<file path="src/rtl/bitslice_alu_pkg.sv">
package bitslice_alu_pkg;
  localparam int unsigned SLICES = 16;

  // Clear first, then invert: (b & ~clr) ^ inv
  function automatic logic cond_bit(input logic b, input logic clr, input logic inv);
    return (b & ~clr) ^ inv;
  endfunction

  function automatic logic fa_sum(input logic a, input logic b, input logic c);
    return a ^ b ^ c;
  endfunction

  function automatic logic fa_carry(input logic a, input logic b, input logic c);
    return (a & b) | (a & c) | (b & c);
  endfunction
endpackage

</file>
<file path="src/rtl/operand_cond.sv">
module operand_cond
  import bitslice_alu_pkg::*;
(
  input  logic bit_i,
  input  logic clr_i,
  input  logic inv_i,
  output logic bit_o
);
  always_comb bit_o = cond_bit(bit_i, clr_i, inv_i);
endmodule

</file>
<file path="src/rtl/alu_bit_slice.sv">
module alu_bit_slice
  import bitslice_alu_pkg::*;
(
  input  logic xb_i,
  input  logic yb_i,
  input  logic cin_i,
  input  logic clr_x,
  input  logic neg_x,
  input  logic clr_y,
  input  logic neg_y,
  input  logic add_sel,
  input  logic neg_out,
  output logic rb_o,
  output logic cout_o
);
  logic xc, yc, sel_bit;

  operand_cond u_cx (.bit_i(xb_i), .clr_i(clr_x), .inv_i(neg_x), .bit_o(xc));
  operand_cond u_cy (.bit_i(yb_i), .clr_i(clr_y), .inv_i(neg_y), .bit_o(yc));

  always_comb begin
    sel_bit = add_sel ? fa_sum(xc, yc, cin_i) : (xc & yc);
    rb_o    = sel_bit ^ neg_out;
    // Carry is taken before output inversion and held low in logic mode
    cout_o  = add_sel & fa_carry(xc, yc, cin_i);
  end
endmodule

</file>
<file path="src/rtl/alu_status.sv">
module alu_status #(
  parameter int unsigned W = 16
) (
  input  logic [W-1:0] word_i,
  output logic         zero_o,
  output logic         sign_o
);
  always_comb begin
    zero_o = ~|word_i;
    sign_o = word_i[W-1];
  end
endmodule

</file>
<file path="src/rtl/bitslice_alu.sv">
module bitslice_alu
  import bitslice_alu_pkg::*;
#(
  parameter int unsigned WIDTH = SLICES
) (
  input  logic [WIDTH-1:0] x_in,
  input  logic [WIDTH-1:0] y_in,
  input  logic             clr_x,
  input  logic             neg_x,
  input  logic             clr_y,
  input  logic             neg_y,
  input  logic             add_sel,
  input  logic             neg_out,
  output logic [WIDTH-1:0] result,
  output logic             carry_out,
  output logic             zr,
  output logic             ng
);
  localparam int unsigned CW = WIDTH + 1;

  // carry_chain[i] feeds slice i; carry_chain[WIDTH] leaves the top slice
  logic [CW-1:0] carry_chain;
  assign carry_chain[0] = 1'b0;

  for (genvar i = 0; i < WIDTH; i++) begin : g_slice
    alu_bit_slice u_slice (
      .xb_i   (x_in[i]),
      .yb_i   (y_in[i]),
      .cin_i  (carry_chain[i]),
      .clr_x  (clr_x),
      .neg_x  (neg_x),
      .clr_y  (clr_y),
      .neg_y  (neg_y),
      .add_sel(add_sel),
      .neg_out(neg_out),
      .rb_o   (result[i]),
      .cout_o (carry_chain[i+1])
    );
  end

  assign carry_out = carry_chain[WIDTH];

  alu_status #(.W(WIDTH)) u_status (
    .word_i(result),
    .zero_o(zr),
    .sign_o(ng)
  );
endmodule

</file>
<file path="config.mk">
export PLATFORM = sky130hd
export DESIGN_NAME = bitslice_alu
export DESIGN_NICKNAME = d
export VERILOG_FILES = /design/src/rtl/bitslice_alu_pkg.sv /design/src/rtl/operand_cond.sv /design/src/rtl/alu_bit_slice.sv /design/src/rtl/alu_status.sv /design/src/rtl/bitslice_alu.sv
export SDC_FILE = /design/constraint.sdc
export NUM_CORES = 1
export LEC_CHECK = 0
export ABC_CLOCK_PERIOD_IN_PS = 50300
export BUFFER_PORTS_ARGS = -buffer_cell sky130_fd_sc_hd__buf_2
export CORE_MARGIN = 3
export CORE_UTILIZATION = 60
export DETAILED_ROUTE_END_ITERATION = 7
export PLACE_DENSITY = 0.91
export SYNTH_ARGS = -nofsm -noshare
export SYNTH_HDL_FRONTEND = slang
export SYNTH_HIERARCHICAL = 1
export SYNTH_SLANG_ARGS = --single-unit
</file>
<file path="constraint.sdc">
create_clock -name vclk -period 50.3
set_input_delay 15.09 -clock vclk [all_inputs]
set_output_delay 15.09 -clock vclk [all_outputs]
set_load 0.005 [all_outputs]
</file>
==> impl_results.md <==
- CP Capture Type: primary output
- Max_cap viols: 0
- Global Route Usage Sum: 18.51%
- Area growth, synth to finish: 17.10%
- Die width: 62.96 µm
- Hold Crit Class: in -> out
- Fraction of layout cells with a size suffix above 1: 66.18%
- Synth area leaders: xnor2_2 (27%), nand2b_4 (23%), fa_1 (16%)
- Cell Pwr Density: 13.08 mW/mm²
- Initial Utilization: 63.25%
- Pleak: 1.207 nW
- I/O Pins: 57
- Initial antenna violation count: 0
- First drt pass iteration count: 4
- Antenna-violating nets left: 0
- Seq cells: 0
- Fin nets: 279
- GPL Wtd Cong: 0.7711
- Commonest non-fill, non-tap cell in the layout: buf_2
- Max-slew headroom: 45.43%
- Tot Pwr: 0.02981 mW
- Post-synthesis cell type count: 11
- RSZ-0062 raised after global routing: no
- Run status: finished, final reports clean
- DRC: 0
- Register area share after synthesis: 0%
- Min cycle time layout: 41.56 ns
- Largest net degree at the start of global routing: 33
- Synthesized area: 0.001947 mm²
- Post-Syn Instances: 151
- Hold-fix buffers, CTS: 0
- Crit path arrival time: 26.47 ns
- Yosys top cell area share: 26.74%
- Net switching power: 0.01453 mW
- Synth area leader: xnor2_2
- Die Span Y: 62.96 µm
- Fin crit share: 82.62%
- Final setup viols: 0
- VDD IR max: 0.005336 mV
- Port Buf Inserts: 57
- Worst Path Max Fanout: 16
- Core Area: 0.003078 mm²
- Global route total overflow: 0
- Final number of hold-violating endpoints: 0
- Clock share of power: 0%
- Net Sw Frac: 48.73%
- Final slew viol count: 0
- Via density: 4.825
- Final Non-Filler Cells: 251
- Fillers: 238
- Die area: 0.003964 mm²
- Syn Area/Cell: 12.89 µm²
- Leading cell types in the layout, fill and taps excluded: buf_2 (57), nand2b_4 (32), xnor2_2 (32)
- CP Class: in -> out
- Number of global-route vias before repair: 1415
- Wire length per cell: 14.03 µm
- Diodes inserted: 0
- F_max: 24.06 MHz
- Via count: 1211
- Internal: 0.01528 mW
- CP required: 35.21 ns
- Post-DP HPWL: 2907 µm
- Combinational Power Share: 100.0%
- Register share of total power: 0%
- Clkbuf count: 0
- YS warnings: 6
- Total Wirelength: 3521 µm
- Post-Syn Nets: 221
- Setup crit start kind: primary input
- Core Rows: 20
- Worst-Margin Slew: 0.8185 ns
- # resized after CTS: 0
- First DRT Iteration DRCs: 13
- Register Area: 0 µm²
- Slowest Stage Delay on Critical Path: 0.61 ns
- Slowest cell on crit path: buf_2
- Placed instance count: 251
- First-pass GRT wire length: 6106 µm
- CP dominant cell by count: fa_1
- Total negative slack: 0 ns
- Postcts setup bufs: 0
==> critical path, delay by kind of cell <==
| kind | cells | cell delay [ns] |
|---|---|---|
| buf+inv | 2 | 0.72 |
| fa+ha+maj | 16 | 6.63 |
| xor+xnor | 2 | 0.36 |
| simple gates | 17 | 3.58 |
| mux | 1 | 0.08 |
==> routing by layer <==
layer / vias up / routed length (µm) / global-route usage (%)
met2: 28 / 2055 / 40.05
met3: 2 / 114 / 1.079
met4: 0 / 21 / 1.653
met1: 590 / 1330 / 19.39
li1: 591 / - / -
met5: - / 0 / 0
==> cell type report <==
class | instances | area [µm²] | share of cell area, %
multi-input cells | 150 | 1939 | 85.07
repair buffers | 57 | 285.3 | 12.51
well taps | 44 | 55.05 | 2.415
==> power by group through the flow <==
stage	Combinational [mW]	Clock (mW)	Sequential, mW
global route	0.0329	0	0
detailed placement	0.0302	0	0
floorplan	0.0195	0	0
global placement	0.0287	0	0
CTS	0.0304	0	0
finish	0.0298	0	0
==> through the flow <==
step,setup slack [ns],util (%),cell area (µm²),hold slack [ns]
floorplan,9.926,-,1947,30.25
global placement,8.870,74.07,2280,30.77
detailed placement,8.666,74.07,2280,30.78
CTS,8.635,74.07,2280,30.78
global route,8.254,74.07,2280,30.81
finish,8.743,74.07,2280,30.78
==> cells by family (layout without fill, tap and decap cells) <==
family                   Yosys count  after routing  synth area share [%]
AND/OR/NAND/NOR                   53             53                 30.53
XOR/XNOR                          48             48                 33.93
adder cells (fa/ha/maj)           32             32                 26.74
multiplexers                      16             16                 8.226
other                              1              1                0.1926
buffers and inverters              1             57                0.3857
==> path summary, 6_finish.rpt <==
| kind | from | to | slack (ns) | cells past startpoint |
|---|---|---|---|---|
| hold / removal | neg_out | result[11] | 30.78 | 3 |
| setup / recovery | neg_x | zr | 8.74 | 38 |
==> Yosys cell counts (all sizes together) <==
library cell and count:
conb 1, nand2b 32, buf 1, fa 16, and2 16, mux2i 16, nor4 4, xnor2 48
ha 16, and4 1
Power figures use the tool's default switching activity.
